## config.mk

```make
export PLATFORM = sky130hd
export DESIGN_NAME = uart_regbank
export DESIGN_NICKNAME = d
export VERILOG_FILES = /design/src/rtl/uart_rb_pkg.sv /design/src/rtl/uart_rb_decode.sv /design/src/rtl/uart_rb_ctrl.sv /design/src/rtl/uart_rb_status.sv /design/src/rtl/uart_regbank.sv
export SDC_FILE = /design/constraint.sdc
export NUM_CORES = 1
export LEC_CHECK = 0
export ABC_AREA = 0
export ABC_CLOCK_PERIOD_IN_PS = 5600
export BUFFER_PORTS_ARGS = -buffer_cell sky130_fd_sc_hd__clkbuf_2
export CORE_MARGIN = 1.5
export CORE_UTILIZATION = 58
export CTS_CLUSTER_DIAMETER = 100
export DETAILED_ROUTE_END_ITERATION = 7
export GPL_TIMING_DRIVEN = 1
export MAX_ROUTING_LAYER = met4
export PLACE_DENSITY = 0.82
export SETUP_SLACK_MARGIN = 0.4
export SLEW_MARGIN = 20
export SYNTH_ARGS = -nofsm -noshare
export SYNTH_HDL_FRONTEND = slang
export SYNTH_SLANG_ARGS = --single-unit
```

## constraint.sdc

```tcl
create_clock -name clk -period 5.6 [get_ports clk]
set_input_delay 1.12 -clock clk [delete_from_list [all_inputs] [get_ports clk]]
set_output_delay 1.12 -clock clk [all_outputs]
set_load 0.005 [all_outputs]
```

## src/rtl/uart_rb_pkg.sv

```systemverilog
package uart_rb_pkg;
   localparam int unsigned OFS_W = 3;

   localparam logic [OFS_W-1:0] OFS_DATA  = 3'd0;
   localparam logic [OFS_W-1:0] OFS_IEN   = 3'd1;
   localparam logic [OFS_W-1:0] OFS_IDF   = 3'd2;
   localparam logic [OFS_W-1:0] OFS_LCTL  = 3'd3;
   localparam logic [OFS_W-1:0] OFS_MCTL  = 3'd4;
   localparam logic [OFS_W-1:0] OFS_LSTAT = 3'd5;
   localparam logic [OFS_W-1:0] OFS_MSTAT = 3'd6;
   localparam logic [OFS_W-1:0] OFS_SCR   = 3'd7;

   localparam int unsigned LCR_BANK_BIT = 7;
   localparam int unsigned FCR_EN_BIT   = 0;
   localparam int unsigned FCR_RXC_BIT  = 1;
   localparam int unsigned FCR_TXC_BIT  = 2;
   localparam int unsigned FCR_BIG_BIT  = 5;
   localparam int unsigned MCR_DTR_BIT  = 0;
   localparam int unsigned MCR_RTS_BIT  = 1;
   localparam int unsigned MCR_AFC_BIT  = 5;
   localparam int unsigned EFR_RTS_BIT  = 6;
   localparam int unsigned EFR_CTS_BIT  = 7;

   typedef enum logic [3:0] {
      ID_MODEM = 4'h0,
      ID_NONE  = 4'h1,
      ID_TXE   = 4'h2,
      ID_RXD   = 4'h4,
      ID_LINE  = 4'h6
   } int_id_e;

   typedef struct packed {
      logic thr_wr;
      logic dll_wr;
      logic dlm_wr;
      logic ier_wr;
      logic fcr_wr;
      logic efr_wr;
      logic lcr_wr;
      logic mcr_wr;
      logic scr_wr;
      logic rbr_rd;
      logic lsr_rd;
      logic msr_rd;
   } reg_strobe_t;
endpackage

```

## src/rtl/uart_rb_decode.sv

```systemverilog
module uart_rb_decode
   import uart_rb_pkg::*;
#(
   parameter int unsigned DATA_W  = 8,
   parameter bit          ENH_EN  = 1'b1,
   parameter logic [7:0]  ENH_KEY = 8'hBF
) (
   input  logic [DATA_W-1:0] lcr,
   input  logic              wr,
   input  logic              rd,
   input  logic [OFS_W-1:0]  addr,
   output reg_strobe_t       stb,
   output logic              dlab,
   output logic              enh_bank
);
   assign dlab = lcr[LCR_BANK_BIT];

   generate
      if (ENH_EN) begin : g_enh
         assign enh_bank = (lcr == ENH_KEY);
      end else begin : g_noenh
         assign enh_bank = 1'b0;
      end
   endgenerate

   always_comb begin
      stb = '0;
      case (addr)
         OFS_DATA: begin
            stb.dll_wr = wr & dlab;
            stb.thr_wr = wr & ~dlab;
            stb.rbr_rd = rd & ~dlab;
         end
         OFS_IEN: begin
            stb.dlm_wr = wr & dlab;
            stb.ier_wr = wr & ~dlab;
         end
         OFS_IDF: begin
            stb.efr_wr = wr & enh_bank;
            stb.fcr_wr = wr & ~enh_bank;
         end
         OFS_LCTL:  stb.lcr_wr = wr;
         OFS_MCTL:  stb.mcr_wr = wr;
         OFS_LSTAT: stb.lsr_rd = rd;
         OFS_MSTAT: stb.msr_rd = rd;
         OFS_SCR:   stb.scr_wr = wr & ~enh_bank;
         default: ;
      endcase
   end
endmodule

```

## src/rtl/uart_rb_ctrl.sv

```systemverilog
module uart_rb_ctrl
   import uart_rb_pkg::*;
#(
   parameter int unsigned DATA_W = 8,
   parameter int unsigned IER_W  = 4,
   parameter int unsigned MCR_W  = 6,
   parameter bit          BIG_EN = 1'b1
) (
   input  logic              clk,
   input  logic              rst_n,
   input  reg_strobe_t       stb,
   input  logic [DATA_W-1:0] wdata,
   input  logic              dlab,
   output logic [DATA_W-1:0] lcr_q,
   output logic [IER_W-1:0]  ier_q,
   output logic [MCR_W-1:0]  mcr_q,
   output logic [DATA_W-1:0] dll_q,
   output logic [DATA_W-1:0] dlm_q,
   output logic [DATA_W-1:0] efr_q,
   output logic [DATA_W-1:0] scr_q,
   output logic              fen_q,
   output logic              big_q,
   output logic              rx_flush,
   output logic              tx_flush
);
   always_ff @(posedge clk or negedge rst_n) begin
      if (!rst_n) begin
         lcr_q <= '0;
         ier_q <= '0;
         mcr_q <= '0;
         dll_q <= '0;
         dlm_q <= '0;
         efr_q <= '0;
         fen_q <= 1'b0;
      end else begin
         if (stb.lcr_wr) lcr_q <= wdata;
         if (stb.ier_wr) ier_q <= wdata[IER_W-1:0];
         if (stb.mcr_wr) mcr_q <= wdata[MCR_W-1:0];
         if (stb.dll_wr) dll_q <= wdata;
         if (stb.dlm_wr) dlm_q <= wdata;
         if (stb.efr_wr) efr_q <= wdata;
         if (stb.fcr_wr) fen_q <= wdata[FCR_EN_BIT];
      end
   end

   // scratch byte has no reset value
   always_ff @(posedge clk) begin
      if (stb.scr_wr) scr_q <= wdata;
   end

   generate
      if (BIG_EN) begin : g_big
         always_ff @(posedge clk or negedge rst_n) begin
            if (!rst_n)                 big_q <= 1'b0;
            else if (stb.fcr_wr && dlab) big_q <= wdata[FCR_BIG_BIT];
         end
      end else begin : g_nobig
         assign big_q = 1'b0;
      end
   endgenerate

   assign rx_flush = stb.fcr_wr & wdata[FCR_RXC_BIT];
   assign tx_flush = stb.fcr_wr & wdata[FCR_TXC_BIT];
endmodule

```

## src/rtl/uart_rb_status.sv

```systemverilog
module uart_rb_status
   import uart_rb_pkg::*;
#(
   parameter int unsigned DATA_W  = 8,
   parameter int unsigned MODEM_N = 4,
   parameter int unsigned IER_W   = 4
) (
   input  logic               clk,
   input  logic               rst_n,
   input  reg_strobe_t        stb,
   input  logic               rx_avail,
   input  logic               rx_overrun,
   input  logic               tx_room,
   input  logic               tx_empty,
   input  logic [MODEM_N-1:0] modem_in,
   input  logic [IER_W-1:0]   ier,
   input  logic               fen,
   input  logic               big,
   output logic [DATA_W-1:0]  lsr,
   output logic [DATA_W-1:0]  msr,
   output logic [DATA_W-1:0]  iir,
   output logic               irq
);
   logic               ovr_q;
   logic [MODEM_N-1:0] mod_q;
   logic [MODEM_N-1:0] dlt_q;
   int_id_e            id;

   always_ff @(posedge clk or negedge rst_n) begin
      if (!rst_n) begin
         ovr_q <= 1'b0;
         mod_q <= '0;
         dlt_q <= '0;
      end else begin
         if (rx_overrun)      ovr_q <= 1'b1;
         else if (stb.lsr_rd) ovr_q <= 1'b0;
         mod_q <= modem_in;
         dlt_q <= (stb.msr_rd ? '0 : dlt_q) | (modem_in ^ mod_q);
      end
   end

   always_comb begin
      lsr    = '0;
      lsr[0] = rx_avail;
      lsr[1] = ovr_q;
      lsr[5] = tx_room;
      lsr[6] = tx_empty;
   end

   assign msr = {mod_q, dlt_q};

   always_comb begin
      if (ier[2] && ovr_q)          id = ID_LINE;
      else if (ier[0] && rx_avail)  id = ID_RXD;
      else if (ier[1] && tx_room)   id = ID_TXE;
      else if (ier[3] && |dlt_q)    id = ID_MODEM;
      else                          id = ID_NONE;
   end

   assign iir = {fen, fen, fen & big, 1'b0, id};
   assign irq = (id != ID_NONE);
endmodule

```

## src/rtl/uart_regbank.sv

```systemverilog
module uart_regbank
   import uart_rb_pkg::*;
#(
   parameter int unsigned DATA_W  = 8,
   parameter int unsigned MODEM_N = 4,
   parameter bit          ENH_EN  = 1'b1,
   parameter bit          BIG_EN  = 1'b1,
   parameter logic [7:0]  ENH_KEY = 8'hBF
) (
   input  logic                clk,
   input  logic                rst_n,
   input  logic                bus_wr,
   input  logic                bus_rd,
   input  logic [2:0]          bus_addr,
   input  logic [DATA_W-1:0]   bus_wdata,
   output logic [DATA_W-1:0]   bus_rdata,
   input  logic                rx_avail,
   input  logic [DATA_W-1:0]   rx_data,
   input  logic                rx_overrun,
   output logic                rx_pop,
   input  logic                tx_room,
   input  logic                tx_empty,
   output logic                tx_push,
   output logic [DATA_W-1:0]   tx_data,
   output logic                rx_flush,
   output logic                tx_flush,
   input  logic [MODEM_N-1:0]  modem_in,
   output logic [2*DATA_W-1:0] divisor,
   output logic                fifo_on,
   output logic                fifo_big,
   output logic                dtr_o,
   output logic                rts_o,
   output logic                auto_cts,
   output logic                auto_rts,
   output logic                irq
);
   localparam int unsigned IER_W = MODEM_N;
   localparam int unsigned MCR_W = 6;

   generate
      if (DATA_W != 8) begin : g_bad_width
         $error("uart_regbank: DATA_W must be 8");
      end
      if (2 * MODEM_N != DATA_W) begin : g_bad_modem
         $error("uart_regbank: MODEM_N must fill half a register");
      end
   endgenerate

   reg_strobe_t       stb;
   logic              dlab;
   logic              enh_bank;
   logic [DATA_W-1:0] lcr_q, dll_q, dlm_q, efr_q, scr_q;
   logic [IER_W-1:0]  ier_q;
   logic [MCR_W-1:0]  mcr_q;
   logic              fen_q, big_q;
   logic [DATA_W-1:0] lsr_w, msr_w, iir_w;

   uart_rb_decode #(
      .DATA_W (DATA_W),
      .ENH_EN (ENH_EN),
      .ENH_KEY(ENH_KEY)
   ) u_dec (
      .lcr     (lcr_q),
      .wr      (bus_wr),
      .rd      (bus_rd),
      .addr    (bus_addr),
      .stb     (stb),
      .dlab    (dlab),
      .enh_bank(enh_bank)
   );

   uart_rb_ctrl #(
      .DATA_W(DATA_W),
      .IER_W (IER_W),
      .MCR_W (MCR_W),
      .BIG_EN(BIG_EN)
   ) u_ctrl (
      .clk     (clk),
      .rst_n   (rst_n),
      .stb     (stb),
      .wdata   (bus_wdata),
      .dlab    (dlab),
      .lcr_q   (lcr_q),
      .ier_q   (ier_q),
      .mcr_q   (mcr_q),
      .dll_q   (dll_q),
      .dlm_q   (dlm_q),
      .efr_q   (efr_q),
      .scr_q   (scr_q),
      .fen_q   (fen_q),
      .big_q   (big_q),
      .rx_flush(rx_flush),
      .tx_flush(tx_flush)
   );

   uart_rb_status #(
      .DATA_W (DATA_W),
      .MODEM_N(MODEM_N),
      .IER_W  (IER_W)
   ) u_stat (
      .clk       (clk),
      .rst_n     (rst_n),
      .stb       (stb),
      .rx_avail  (rx_avail),
      .rx_overrun(rx_overrun),
      .tx_room   (tx_room),
      .tx_empty  (tx_empty),
      .modem_in  (modem_in),
      .ier       (ier_q),
      .fen       (fen_q),
      .big       (big_q),
      .lsr       (lsr_w),
      .msr       (msr_w),
      .iir       (iir_w),
      .irq       (irq)
   );

   always_comb begin
      case (bus_addr)
         OFS_DATA:  bus_rdata = dlab ? dll_q : rx_data;
         OFS_IEN:   bus_rdata = dlab ? dlm_q : {{(DATA_W-IER_W){1'b0}}, ier_q};
         OFS_IDF:   bus_rdata = enh_bank ? efr_q : iir_w;
         OFS_LCTL:  bus_rdata = lcr_q;
         OFS_MCTL:  bus_rdata = {{(DATA_W-MCR_W){1'b0}}, mcr_q};
         OFS_LSTAT: bus_rdata = lsr_w;
         OFS_MSTAT: bus_rdata = msr_w;
         default:   bus_rdata = enh_bank ? '0 : scr_q;
      endcase
   end

   assign rx_pop   = stb.rbr_rd & rx_avail;
   assign tx_push  = stb.thr_wr;
   assign tx_data  = bus_wdata;
   assign divisor  = {dlm_q, dll_q};
   assign fifo_on  = fen_q;
   assign fifo_big = fen_q & big_q;
   assign dtr_o    = mcr_q[MCR_DTR_BIT];
   assign rts_o    = mcr_q[MCR_RTS_BIT];
   assign auto_cts = efr_q[EFR_CTS_BIT] | mcr_q[MCR_AFC_BIT];
   assign auto_rts = efr_q[EFR_RTS_BIT] | (mcr_q[MCR_AFC_BIT] & mcr_q[MCR_RTS_BIT]);
endmodule

```

### Word level (Yosys, flattened, before mapping)

Index checks and enable logic that the tools add are counted.

| storage, ports and cells | value |
|---|---|
| register bits | 61 |
| bits of input ports | 31 |

| operators by class | value |
|---|---|
| bitwise logic cells | 16 |
| reduce and logical (&&, ||, !) cells | 8 |
| multiplexer cells | 21 |
| equality and inequality tests | 9 |

Operator list:

| operator | count |
|---|---|
| 8-bit one-hot mux with 7 select lines | 1 |
| 8-bit 2-to-1 mux | 4 |
| 4-bit 2-to-1 mux | 4 |
| 3-bit == test, second input constant | 4 |
| 1-bit bitwise AND | 10 |
| 1-bit 2-to-1 mux | 9 |
| 8-bit == test, second input constant | 1 |
| 3-bit by 2-bit == test with 1-bit output, second input constant | 2 |
| 2-bit 2-to-1 mux | 3 |
| 1-bit logical AND | 5 |
| 4-bit by 1-bit inequality test with 1-bit output, second input constant | 1 |
| 4-bit bitwise OR | 1 |
| 4-bit OR reduction | 1 |
| 4-bit bitwise XOR | 1 |
| 3-bit by 1-bit == test with 1-bit output, second input constant | 1 |
| 3-bit logical NOT | 1 |
| 1-bit inverter | 2 |
| 1-bit bitwise OR | 2 |
| 2-bit nonzero test | 1 |

### Longest topological paths before layout

| depth | value |
|---|---|
| depth after elaboration | 8 |
| mapped depth | 7 |
| mapped depth without buffers | 4 |

### By module

From an unflattened synthesis, not the netlist that was laid out.

| unflattened totals | value |
|---|---|
| cell total of the unflattened synthesis | 305 |
| area, all modules | 3544.6 µm² |

Modules (own cells, without submodules):

| module | instances | area each (µm²) | seq. area each (µm²) | cells each |
|---|---|---|---|---|
| uart_rb_ctrl | 1 | 2055.7 | 1341.3 | 104 |
| uart_regbank | 1 | 859.6 | 0.0 | 131 |
| uart_rb_status | 1 | 462.9 | 225.2 | 45 |
| uart_rb_decode | 1 | 166.4 | 0.0 | 25 |

### Worst setup path after synthesis

Ideal clock, no wire load.

| path | value |
|---|---|
| path kind | input-to-output |
| from | input port bus_addr[1] |
| to | output port bus_rdata[0] |
| required time | 4480 ps |
| cell stages on the path | 7 |
| data arrival time | 2152 ps |
| setup slack | 2328 ps |
| cells stage by stage | buf_2 > buf_2 > clkbuf_1 > inv_1 > a211oi_1 > o21ai_0 > o211ai_2 |

| between the ends | value |
|---|---|
| longest elaborated chain between the ends | 2 |
| elaborated cells between the ends (all ways) | 8 |

Ends and longest elaborated chain:

| what | line | text |
|---|---|---|
| start, declared | uart_regbank.sv:14 | `input logic [2:0] bus_addr,` |
| 3-bit == test, or another cell as far along | uart_regbank.sv:119 | `case (bus_addr)` |
| 8-bit one-hot mux with 7 select lines (*) | uart_regbank.sv:119 |  |
| end, declared | uart_regbank.sv:16 | `output logic [DATA_W-1:0] bus_rdata,` |

Mark *: on every way between the ends. The rest lies on a longest branch, timed or not.

### Worst setup path in the final report

| path | value |
|---|---|
| from | input port bus_addr[1] |
| to | output port bus_rdata[6] |

The elaborated chain is that of the path after synthesis.

==> metrics.json <==
{
  "floorplanning": {
    "fp-row-count": 26,
    "die_w_um": 76.5,
    "die_outline_area_sq_um": 5860,
    "core_region_area_sq_um": 5170,
    "floorplan.initialDensity_pct": 60.6,
    "die-height_um": 76.5,
    "boundaryPins": 74
  },
  "timing": {
    "final_critical_path_setup_slack_ns": 1.75,
    "maxSlewViolCount": 0,
    "min_period_over_period_pct": 68.7,
    "setup_repair_after_global_routing_missed_its_margin": "false",
    "tns_ns": 0,
    "maxSlewHeadroom_pct": 51.9,
    "fmax_mhz": 260,
    "timing_worst_slew_pin_value_ns": 0.722,
    "final.min_clock_period_ns": 3.85,
    "finalSetupViolCount": 0,
    "final.setup_skew_ns": 0.00823,
    "finalHoldViolCount": 0
  },
  "clocking": {
    "cts_made_buffers": 9,
    "clk_pin_slew_worst_paths_ns": 0.07,
    "postCtsResizedCells": 0,
    "ctsLongestPathBuffers": 2,
    "tritoncts_clock_tree": "done",
    "cts.sink_count": 61,
    "clock_latency_late_sink_ns": 0.34,
    "postCtsSetupBuffers": 0,
    "cts_hold_buffers": 0,
    "htreeDepth": 3,
    "root_buffer": "clkbuf_8"
  },
  "synthesis": {
    "synth_top_family_by_area": "multiplexers",
    "synth-main-ff-cell": "dfrtp_1",
    "yosysUniqueCellTypes": 57,
    "synth-async-reset-ratio_pct": 86.9,
    "synth-compound-area-share_pct": 10.5,
    "syn_avg_cell_area_sq_um": 12.1,
    "syn-instance-count": 259,
    "count_of_flip_flops_with_a_built_in_enable_after_synthesis": 8,
    "post_synth_main_area_contributors": "dfrtp_1, mux2_1, edfxtp_1",
    "synth_warnings": 0,
    "yosysSeqAreaShare_pct": 49.9,
    "synthSimpleGateAreaFrac_pct": 12.6,
    "synthMostInstantiatedCell": "dfrtp_1",
    "synth_mux_area_share_pct": 21.5,
    "synth_top_cell_by_area": "dfrtp_1",
    "top_cell_type_s_share_of_synthesized_area_pct": 42.3,
    "synthTopCellsByCount": "dfrtp_1, mux2_1, nand2_1, nand3_1, mux2i_1",
    "synth.cell_area_sq_um": 3140,
    "synth_xor_xnor_area_share_pct": 1.12,
    "ys_seq_elements": 61,
    "synth.net_count": 290,
    "yosys.area_share.adder_pct": 0
  },
  "global_routing": {
    "grt_pass1_wl_um": 13200,
    "met3_usage_pct": 10.3,
    "grt.met2_usage_pct": 46.4,
    "groute.usage.overall_pct": 30.9,
    "grt-ovfl-total": 0,
    "grt_use_met1_pct": 39.8,
    "first_global_vias": 2508,
    "busiest_layer_in_global_routing": "met2",
    "initial_antenna_violation_count": 0,
    "maximum_number_of_pins_on_one_net_before_global_route_repair": 54
  },
  "setup_path": {
    "worst_ep_required_time_ns": 4.48,
    "critical_path.max_stage_delay_ns": 0.55,
    "slowest_cell_on_the_critical_path": "clkbuf_2",
    "worst-path-max-fanout": 37,
    "crit_path_start_kind": "input port",
    "worst_setup_path_end_kind": "output port",
    "cp_cell_sequence": "clkbuf_2 > nand3_1 > a21oi_2 > a222oi_1 > nand3_1 > clkbuf_2",
    "critical_path_class": "input port to output port",
    "r2r_setup_slack_ns": 3.50,
    "worst-endpoint-arrival_ns": 2.73
  },
  "route": {
    "drt_first_pass_iters": 4,
    "ant_nets": 0,
    "detailedRoute.firstIterationViolations": 287,
    "routed-via-count": 2483,
    "route.detailed.drc": 0,
    "finalWirelength_um": 8100,
    "routed_wl_per_cell_um": 20.2,
    "viasPerCell": 6.21
  },
  "placed_design": {
    "routabilityCongestion": 0.901,
    "hpwl_um": 5640,
    "port-buffer-count": 73,
    "pre_cts_ws_ns": 1.81
  },
  "final_layout": {
    "insertedDiodeCount": 0,
    "num-nets-final": 356,
    "area_overhead_vs_synth_pct": 17.2,
    "fill_cells": 376,
    "fraction_of_layout_instances_using_a_drive_strength_above_1_pct": 31.2
  },
  "power_and_ir_drop": {
    "ir_drop_mv": 0.233,
    "leakage_nw": 1.74,
    "pwr_per_cell_area_nw_per_um2": 340
  },
  "outcome": {
    "outcome": "complete, no violations"
  },
  "worst_hold_path": {
    "hold_path_class": "flip-flop to flip-flop"
  },
  "job": {
    "count_of_maximum_capacitance_violations": 0
  }
}
## critical path, delay by kind of cell
family	cells	cell delay, ns
buffers and inverters	2	0.67
AO/OA/AOI/OAI	2	0.63
AND/OR/NAND/NOR	2	0.30
## metrics by stage
stage | instance area [sq um] | hold slack (ns) | power (mW) | util [%] | cells
6_report | 3680 | 0.486 | 1.25 | 71.1 | 400
3_5_place_dp | 3490 | 0.475 | 0.874 | 67.4 | 384
5_1_grt | 3680 | 0.511 | 1.31 | 71.1 | 400
3_3_place_gp | 3490 | 0.460 | 0.864 | 67.4 | 384
4_1_cts | 3680 | 0.489 | 1.26 | 71.1 | 400
2_1_floorplan | 3140 | 0.448 | 0.744 | - | 259
## cells in the final DEF (no fill, tap or decap), types with 4 or more instances in the layout
cell,n
clkbuf_2,73
dfrtp_1,53
mux2_1,46
nand2_1,17
nand3_1,12
mux2i_1,11
clkbuf_8,9
edfxtp_1,8
nor2_1,5
nor2b_1,5
inv_1,4
o21ai_1,4
xnor2_1,4
a21oi_1,4
and2_1,4
## worst paths after layout
kind / start / to / depth (start not counted)
max in group asynchronous: rst_n / u_ctrl.efr_q[2] / 2
setup reg to reg: u_ctrl.lcr_q[7] / u_ctrl.scr_q[0] / 4
min in group asynchronous: rst_n / u_ctrl.dlm_q[2] / 2
setup / recovery: bus_addr[1] / bus_rdata[6] / 6
hold reg to reg: u_ctrl.efr_q[5] / u_ctrl.efr_q[5] / 1
hold / removal: u_ctrl.efr_q[5] / u_ctrl.efr_q[5] / 1
## cell families after synthesis
group | Yosys count
XOR/XNOR | 4
buffers and inverters | 25
AND/OR/NAND/NOR | 67
flip-flops | 61
AO/OA/AOI/OAI | 42
multiplexers | 60
## state kept, by name, indices dropped and copies added, names as in the netlist
register	cells
u_ctrl.scr_q	8
u_ctrl.dll_q	8
u_ctrl.efr_q	8
u_ctrl.fen_q	1
u_stat.mod_q	4
u_ctrl.lcr_q	8
u_ctrl.mcr_q	6
u_ctrl.ier_q	4
u_stat.ovr_q	1
u_ctrl.dlm_q	8
u_stat.dlt_q	4
u_ctrl.big_q	1
## layout make-up
| class | count | area [sq um] | area share, % |
|---|---|---|---|
| well taps | 70 | 87.6 | 2.38 |
| repair buffers | 75 | 380 | 10.3 |
| clock buffers | 10 | 128 | 3.47 |
| inverters | 5 | 18.8 | 0.510 |
| multi-input cells | 173 | 1430 | 39.0 |
| clock inverters | 6 | 62.6 | 1.70 |
| flip-flops and latches | 61 | 1570 | 42.6 |
## power by group
part	switching [mW]	internal, mW	total (mW)
combinational	0.132	0.143	0.275
sequential	0.0658	0.526	0.592
clock	0.177	0.205	0.382
total	0.375	0.873	1.25
## layer usage
metal / part of all wire (%) / up-vias / wire length [um]
li1: - / 1109 / -
met1: 41 / 1224 / 3320
met2: 48 / 129 / 3880
met3: 9.1 / 21 / 741
met4: 2.0 / 0 / 166
met5: 0 / - / 0
Note: power is estimated with default switching activity, not from simulation.
